===== src/rtl/rdpf_pkg.sv =====
package rdpf_pkg;

    localparam logic [2:0] CMD_CFG = 3'd0;
    localparam logic [2:0] CMD_IO  = 3'd1;
    localparam logic [2:0] CMD_MR  = 3'd2;
    localparam logic [2:0] CMD_MRL = 3'd3;
    localparam logic [2:0] CMD_MRM = 3'd4;

    typedef enum logic [1:0] {
        MD_COUNT,
        MD_QUEUE,
        MD_FLOW
    } rdpf_mode_e;

    typedef enum logic [1:0] {
        ST_IDLE,
        ST_COUNT,
        ST_QUEUE,
        ST_FLOW
    } rdpf_state_e;

endpackage


===== src/rtl/rdpf_decode.sv =====
module rdpf_decode
    import rdpf_pkg::*;
#(
    parameter int CLS_W   = 8,
    parameter int BLK_DW  = 16,
    parameter int PAGE_DW = 1024,
    parameter int CNT_W   = 11
) (
    input  logic [2:0]       cmd,
    input  logic             pref,
    input  logic [CLS_W-1:0] cls,
    input  logic             flow,
    output rdpf_mode_e       mode,
    output logic [CNT_W-1:0] span_sz,
    output logic             two_lines
);

    logic prefetching;
    logic line_ok;

    always_comb begin
        prefetching = (cmd == CMD_MR && pref) || cmd == CMD_MRL || cmd == CMD_MRM;
        // a usable line size is a nonzero power of two below the block size
        line_ok = (cls != '0) && ((cls & (cls - 1'b1)) == '0) && (32'(cls) < BLK_DW);

        mode      = MD_COUNT;
        span_sz   = CNT_W'(1);
        two_lines = 1'b0;
        if (prefetching) begin
            if (flow) begin
                mode    = MD_FLOW;
                span_sz = CNT_W'(PAGE_DW);
            end else if (cmd == CMD_MRM && !line_ok) begin
                mode    = MD_QUEUE;
                span_sz = CNT_W'(BLK_DW);
            end else begin
                mode      = MD_COUNT;
                span_sz   = line_ok ? CNT_W'(cls) : CNT_W'(BLK_DW);
                two_lines = (cmd == CMD_MRM);
            end
        end
    end

endmodule


===== src/rtl/rdpf_span.sv =====
module rdpf_span #(
    parameter int ADDR_W = 30,
    parameter int CNT_W  = 11
) (
    input  logic [ADDR_W-1:0] addr,
    input  logic [CNT_W-1:0]  span_sz,
    input  logic              two_lines,
    output logic [CNT_W-1:0]  remain
);

    logic [CNT_W-1:0] offset;
    logic [CNT_W-1:0] reach;

    always_comb begin
        // span_sz is a power of two, so the offset is a mask of the low bits
        offset = addr[CNT_W-1:0] & (span_sz - 1'b1);
        reach  = two_lines ? (span_sz << 1) : span_sz;
        remain = reach - offset;
    end

endmodule


===== src/rtl/rdpf_stop_ctrl.sv =====
module rdpf_stop_ctrl
    import rdpf_pkg::*;
#(
    parameter int ADDR_W  = 30,
    parameter int CLS_W   = 8,
    parameter int BLK_DW  = 16,
    parameter int PAGE_DW = 1024
) (
    input  logic              clk,
    input  logic              rst_n,
    input  logic              start_i,
    input  logic [2:0]        cmd_i,
    input  logic              pref_i,
    input  logic [ADDR_W-1:0] addr_i,
    input  logic [CLS_W-1:0]  cls_i,
    input  logic              flow_i,
    input  logic              frame_i,
    input  logic              qfull_i,
    input  logic              accept_i,
    output logic              fetch_o,
    output logic              last_o
);

    localparam int CNT_W = $clog2(PAGE_DW) + 1;

    rdpf_state_e      state_q, state_d;
    logic [CNT_W-1:0] rem_q, rem_d;

    rdpf_mode_e       dec_mode;
    logic [CNT_W-1:0] dec_sz;
    logic             dec_two;
    logic [CNT_W-1:0] span_rem;

    rdpf_decode #(
        .CLS_W  (CLS_W),
        .BLK_DW (BLK_DW),
        .PAGE_DW(PAGE_DW),
        .CNT_W  (CNT_W)
    ) u_decode (
        .cmd      (cmd_i),
        .pref     (pref_i),
        .cls      (cls_i),
        .flow     (flow_i),
        .mode     (dec_mode),
        .span_sz  (dec_sz),
        .two_lines(dec_two)
    );

    rdpf_span #(
        .ADDR_W(ADDR_W),
        .CNT_W (CNT_W)
    ) u_span (
        .addr     (addr_i),
        .span_sz  (dec_sz),
        .two_lines(dec_two),
        .remain   (span_rem)
    );

    // state register
    always_ff @(posedge clk or negedge rst_n) begin
        if (!rst_n) begin
            state_q <= ST_IDLE;
            rem_q   <= '0;
        end else begin
            state_q <= state_d;
            rem_q   <= rem_d;
        end
    end

    // outputs
    always_comb begin
        fetch_o = (state_q != ST_IDLE);
        last_o  = 1'b0;
        unique case (state_q)
            ST_IDLE:  last_o = 1'b0;
            ST_COUNT: last_o = accept_i && (rem_q == CNT_W'(1));
            ST_QUEUE: last_o = accept_i && qfull_i;
            ST_FLOW:  last_o = accept_i && ((rem_q == CNT_W'(1)) || !frame_i);
            default:  last_o = 1'b0;
        endcase
    end

    // transitions
    always_comb begin
        state_d = state_q;
        rem_d   = rem_q;
        unique case (state_q)
            ST_IDLE: begin
                if (start_i) begin
                    rem_d = span_rem;
                    unique case (dec_mode)
                        MD_COUNT: state_d = ST_COUNT;
                        MD_QUEUE: state_d = ST_QUEUE;
                        MD_FLOW:  state_d = ST_FLOW;
                        default:  state_d = ST_COUNT;
                    endcase
                end
            end
            ST_COUNT, ST_FLOW: begin
                if (last_o) begin
                    state_d = ST_IDLE;
                end else if (accept_i) begin
                    rem_d = rem_q - 1'b1;
                end
            end
            ST_QUEUE: begin
                if (last_o) begin
                    state_d = ST_IDLE;
                end
            end
            default: state_d = ST_IDLE;
        endcase
    end

endmodule


===== config.mk =====
export PLATFORM = sky130hd
export DESIGN_NAME = rdpf_stop_ctrl
export DESIGN_NICKNAME = d
export VERILOG_FILES = /design/src/rtl/rdpf_pkg.sv /design/src/rtl/rdpf_decode.sv /design/src/rtl/rdpf_span.sv /design/src/rtl/rdpf_stop_ctrl.sv
export SDC_FILE = /design/constraint.sdc
export NUM_CORES = 1
export LEC_CHECK = 0
export ABC_CLOCK_PERIOD_IN_PS = 3000
export CAP_MARGIN = 20
export CORE_MARGIN = 1
export CORE_UTILIZATION = 25
export DETAILED_ROUTE_END_ITERATION = 7
export PLACE_DENSITY_LB_ADDON = 0.08
export SKIP_CTS_REPAIR_TIMING = 1
export SLEW_MARGIN = 20
export SYNTH_ARGS = -nofsm -noshare
export SYNTH_HDL_FRONTEND = slang
export SYNTH_HIERARCHICAL = 1
export SYNTH_SLANG_ARGS = --single-unit

===== constraint.sdc =====
create_clock -name clk -period 3 [get_ports clk]
set_input_delay 0.6 -clock clk [delete_from_list [all_inputs] [get_ports clk]]
set_output_delay 0.6 -clock clk [all_outputs]
set_load 0.03 [all_outputs]

Word-level counts from Yosys, hierarchy flattened
Index checks and enable logic that the tools add are counted.
Word-level totals
  register bits after elaboration: 13
  input port bits: 49
  output and inout bits: 2
  word-level logic and storage cells: 63
Operators by class
  add/sub/neg operators: 4
  magnitude comparators: 1
  equal/unequal tests: 13
  muxes and demuxes: 20
  bitwise gates (word level): 2
  reduce and logical (&&, ||, !) cells: 21
Operators with widths (number)
  11-bit 2-to-1 mux: 7
  11-bit case mux with 2 select lines: 1
  11-bit by 1-bit subtractor with 11-bit output, second input constant: 2
  11-bit AND: 1
  11-bit by 1-bit equality test with 1-bit output, second input constant: 1
  11-bit subtractor: 1
  8-bit AND: 1
  8-bit logical NOT: 1
  8-bit by 5-bit < comparator with 1-bit output, second input constant: 1
  2-bit 2-to-1 mux: 4
  8-bit 2-to-1 mux: 1
  2-bit case mux with 2 select lines: 2
  8-bit nonzero test: 1
  8-bit by 1-bit subtractor with 8-bit output, second input constant: 1
  1-bit logical AND: 7
  2-bit equality test, second input constant: 3
  3-bit by 2-bit equality test with 1-bit output, second input constant: 2
  2-bit inequality test, second input constant: 3
  2-bit by 1-bit equality test with 1-bit output, second input constant: 2
  1-bit 2-to-1 mux: 4
  1-bit case mux with 4 select lines: 1
  4-bit AND reduction: 1
  2-bit nonzero test: 2
  3-bit equality test, second input constant: 1
  other kinds (7): 10

Depth between registers and ports, before layout
  depth after elaboration: 15
  mapped depth: 18

Modules after synthesis
Netlist, hierarchy kept.
By module, submodules not included
  rdpf_stop_ctrl: times used 1, cells an instance 121, area each 980.9 µm², seq. area each 325.3 µm²
  rdpf_span: times used 1, cells an instance 115, area each 823.3 µm², seq. area each 0.0 µm²
  rdpf_decode: times used 1, cells an instance 29, area each 224.0 µm², seq. area each 0.0 µm²

Least setup slack after synthesis
OpenSTA, ideal clock, no wires.
  path type: input to register
  start: in cls_i[4]
  end: reg rem_q[7]
  data arrival time: 3.899 ns
  slack: -0.968 ns
  stages on the path: 15
  path buffers: 2
  cell sequence: nor4_4 o211a_1 and3b_1 clkbuf_1 clkbuf_1 mux2_2 ha_1 a21o_2 a31o_4 a211oi_4 o211ai_1 o2111ai_1 inv_1 o32a_1 nand3_1
Between the ends
  elaborated cells on any way between the ends: 22
  classes of those cells: add/sub (3); order compare (1); mux (10); bitwise (2); reduce/logical (6)
RTL lines
  start: declaration: RTL line rdpf_stop_ctrl.sv:15  | input logic [CLS_W-1:0] cls_i,
  8-bit by 1-bit subtractor with 8-bit output: RTL line rdpf_decode.sv:24  | line_ok = (cls != '0) && ((cls & (cls - 1'b1)) == '0) && (32'(cls) < BLK_DW);
  8-bit AND: RTL line rdpf_decode.sv:24
  8-bit logical NOT: RTL line rdpf_decode.sv:24
  1-bit logical AND: RTL line rdpf_decode.sv:24
  1-bit logical AND *: RTL line rdpf_decode.sv:24
  1-bit logical NOT *: RTL line rdpf_decode.sv:33  | end else if (cmd == CMD_MRM && !line_ok) begin
  1-bit logical AND *: RTL line rdpf_decode.sv:33
  1-bit 2-to-1 mux *: RTL line rdpf_decode.sv:33
  1-bit 2-to-1 mux *: RTL line rdpf_decode.sv:30  | if (flow) begin
  1-bit 2-to-1 mux *: RTL line rdpf_decode.sv:29  | if (prefetching) begin
  net dec_two: RTL line rdpf_stop_ctrl.sv:31  | logic dec_two;
  11-bit 2-to-1 mux *: RTL line rdpf_span.sv:17  | reach = two_lines ? (span_sz << 1) : span_sz;
  11-bit subtractor *: RTL line rdpf_span.sv:18  | remain = reach - offset;
  net span_rem[7]: RTL line rdpf_stop_ctrl.sv:32  | logic [CNT_W-1:0] span_rem;
  11-bit 2-to-1 mux *: RTL line rdpf_stop_ctrl.sv:89  | if (start_i) begin
  11-bit case mux with 2 select lines *: RTL line rdpf_stop_ctrl.sv:87  | unique case (state_q)
  end signal: assignment: RTL line rdpf_stop_ctrl.sv:66  | rem_q <= rem_d;
  end: declaration: RTL line rdpf_stop_ctrl.sv:27  | logic [CNT_W-1:0] rem_q, rem_d;
The timed path passes the listed nets; every way through them passes the cells marked *. The select of a mux whose other input is x is not followed.
A chain may end at the register's enable or synchronous reset.

Worst setup path in the final report
  start: in cls_i[4]
  end: reg rem_q[9]
Between the ends
  longest elaborated chain between the ends: 15
  elaborated cells on any way between the ends: 22
  classes of those cells: add/sub (3); order compare (1); mux (10); bitwise (2); reduce/logical (6)
RTL lines
  8-bit by 1-bit subtractor with 8-bit output: RTL line rdpf_decode.sv:24
  8-bit AND: RTL line rdpf_decode.sv:24
  8-bit logical NOT: RTL line rdpf_decode.sv:24
  1-bit logical AND: RTL line rdpf_decode.sv:24
  1-bit logical AND *: RTL line rdpf_decode.sv:24
  1-bit logical NOT: RTL line rdpf_decode.sv:33
  1-bit logical AND: RTL line rdpf_decode.sv:33
  11-bit 2-to-1 mux *: RTL line rdpf_decode.sv:33
  11-bit 2-to-1 mux *: RTL line rdpf_decode.sv:30
  11-bit 2-to-1 mux *: RTL line rdpf_decode.sv:29
  net dec_sz[2]: RTL line rdpf_stop_ctrl.sv:30  | logic [CNT_W-1:0] dec_sz;
  11-bit by 1-bit subtractor with 11-bit output: RTL line rdpf_span.sv:16  | offset = addr[CNT_W-1:0] & (span_sz - 1'b1);
  11-bit AND: RTL line rdpf_span.sv:16
  11-bit subtractor *: RTL line rdpf_span.sv:18
  net span_rem[9]: RTL line rdpf_stop_ctrl.sv:32
  11-bit 2-to-1 mux *: RTL line rdpf_stop_ctrl.sv:89
  11-bit case mux with 2 select lines *: RTL line rdpf_stop_ctrl.sv:87
Marks and branches as above.

==> flow_summary.yaml <==
global_routing:
  grt_max_degree: 20
  track_usage_pct: 13.7
  grt_pass1_wl_microns: 9480
  grt_overflow: 0
  grt_pass1_vias: 2025
  antenna_found_initial: 0
yosys:
  synth_area_per_cell_sq_um: 7.65
  yosysTopAreaCellShare_pct: 16.0
  synth_edf_count: 0
  synthCells: 265
  synth.area.top_cells: "dfrtp_1, ha_1, o21ai_0"
  synth_common_cells: "nand2_1, o21ai_0, nor2_1, nand3_1, inv_1"
  ys_types: 63
  yosys_warnings: 6
  synth_most_common_cell: "nand2_1"
  synth-seq-cells: 13
  syn-cell-area_sq_um: 2030
  postSynth.asyncResetShare_pct: 100
  seq_area_frac_synth_pct: 16.0
  ys.flop_type: "dfrtp_1"
  synth_top_area_cell: "dfrtp_1"
pwr:
  p_leak_nw: 1.39
  power.internal_mw: 0.820
  comb_power_share_pct: 62.9
  switching_share_pct: 45.4
  p_seq_share_pct: 26.5
  p_switching_mw: 0.682
  irDropWorstVdd_mv: 0.160
  powerDensity_nw_per_um2: 468
  pwr-share-clk_pct: 10.6
route:
  first_pass_iters: 4
  wl_per_cell_microns: 13.4
  vias_per_cell: 4.87
  route.vias.total: 2187
  drc: 0
  drt_iter0_markers: 53
  drtAntennaViolNets: 0
  drt_wl_total_microns: 6000
timing:
  tightest_slew_ns: 0.654
  fin_crit_sh_pct: 121
  final-max-slew-violation-count: 0
  fin_crit_ns: 3.62
  max_freq_mhz: 276
  skew_ns: 0.00241
  tns_ns: -3.82
  setup_slack_ns: -0.619
  slew_headroom_pct: 56.3
  worst_hold_slack_ns: 0.555
  rsz0062_at_grt: "yes"
  setup_viol: 9
  finalHoldViolCount: 0
clock_tree:
  cts.sinks: 13
  clk_pin_slew_ns: 0.06
  htreeDepth: 1
  clock_tree.root_cell: "clkbuf_8"
  clk_latency_ns: 0.24
  cts_tree: "done"
  clk_path_buf_depth: 2
  cts_buffers: 3
placement:
  io_buffer_count: 31
  hpwl_microns: 4650
  gp_congestion: 0.788
  dpl_worst_slack_ns: -1.16
setup_path:
  cp-start-kind: "input pin"
  required_ns: 3.18
  arrival_ns: 3.80
  endpoint_kind: "flop"
  crit_fanout: 4
  critPathKind: "input pin to flop"
finish:
  layout.nets: 411
  antenna_cells: 0
  drive_above_1_share_pct: 34.6
  syn2layout_area_growth_pct: 58.4
floorplan:
  ioPinCount: 51
  die-width_microns: 92.1
  core-area_sq_um: 7770
  dieArea_sq_um: 8480
  initial_core_util_pct: 26.1
  dieHeight_microns: 92.1
  rows: 32
outcome:
  status: "complete, but fails checks"
  violations: "setup timing"
run:
  drv_cap: 0
worst_hold_path:
  hold_path_class: "flop to flop"
[routing by layer]
layer	wire length, microns	GRT usage (%)
met5	0	0
met4	50	3.52
met3	98	0.746
met2	2930	23.9
met1	2910	18.5
[metrics by stage]
step / total power, mW / cells / utilization (%) / instance area [sq um]
3_3_place_gp: 1.29 / 438 / 36.9 / 2870
3_5_place_dp: 1.28 / 438 / 36.9 / 2870
2_1_floorplan: 0.987 / 269 / - / 2150
6_report: 1.50 / 449 / 41.4 / 3210
4_1_cts: 1.45 / 442 / 37.5 / 2910
5_1_grt: 1.64 / 449 / 41.4 / 3210
[worst paths after layout]
check / start / to / slack [ns] / cells after the start
setup / recovery: cls_i[4] / rem_q[9]$_DFFE_PN0P_ / -0.62 / 19
hold / removal: rem_q[10]$_DFFE_PN0P_ / rem_q[10]$_DFFE_PN0P_ / 0.56 / 2
setup reg to reg: rem_q[1]$_DFFE_PN0P_ / rem_q[10]$_DFFE_PN0P_ / 0.95 / 6
hold reg to reg: rem_q[10]$_DFFE_PN0P_ / rem_q[10]$_DFFE_PN0P_ / 0.56 / 2
max in group asynchronous: rst_n / rem_q[5]$_DFFE_PN0P_ / 1.82 / 1
min in group asynchronous: rst_n / rem_q[1]$_DFFE_PN0P_ / 0.76 / 1
[placed cells by master (no fill, tap or decap), types with 3 or more instances in the layout]
master,count
a211oi_1,3
a21oi_1,5
a31oi_1,6
and3_1,3
buf_4,53
buf_6,6
clkbuf_8,3
clkdlybuf4s50_1,17
conb_1,5
dfrtp_1,13
dlymetal6s2s_1,11
ha_1,6
ha_4,7
inv_1,14
inv_2,3
mux2_2,4
nand2_1,23
nand2b_4,3
nand3_1,17
nand4_1,7
nor2_1,15
nor2_2,3
nor3_1,6
nor4_1,6
nor4_4,3
o211a_1,3
o211ai_1,3
o21a_1,3
o21ai_0,14
o21ai_1,6
o32a_1,3
or3_1,4
xnor2_1,7
xor2_1,3
[worst max-delay path, cell delays in order]
cell     delay, ns
buf_6         0.10
nor4_4        0.38
nand3_4       0.13
buf_6         0.14
nor4_4        0.28
buf_4         0.18
buf_4         0.10
buf_4         0.10
nor3b_4       0.04
buf_4         0.13
xor2_1        0.13
nand2_1       0.11
ha_4          0.30
o21ai_2       0.06
or4_1         0.46
nand3_1       0.10
inv_1         0.05
o32a_1        0.33
nand3_1       0.08
[cell families after synthesis]
group           synth area share (%)
fa+ha+maj                       9.01
compound gates                  24.9
other cells                    0.185
mux                             4.81
flops                           16.0
buf+inv                         7.22
simple gates                    32.2
xor+xnor                        5.61
[state kept, by name, indices dropped and copies added (netlist names)]
register and flops:
rem_q 11, state_q 2
[power by group through the flow]
stage / Combinational [mW] / Sequential, mW / Clock [mW]
floorplan: 0.636 / 0.351 / 0
global placement: 0.890 / 0.401 / 0
detailed placement: 0.888 / 0.396 / 0
CTS: 0.892 / 0.393 / 0.162
global route: 1.06 / 0.414 / 0.170
finish: 0.945 / 0.398 / 0.160
[cell type report]
| type | count | area [sq um] |
|---|---|---|
| Clock buffer | 4 | 45.0 |
| Tap cell | 102 | 128 |
| Multi-Input combinational cell | 224 | 1870 |
| Fill cell | 811 | 4550 |
| Sequential cell | 13 | 325 |
| Inverter | 17 | 63.8 |
| Timing Repair Buffer | 89 | 783 |
Note: power is estimated with default switching activity, not from simulation.
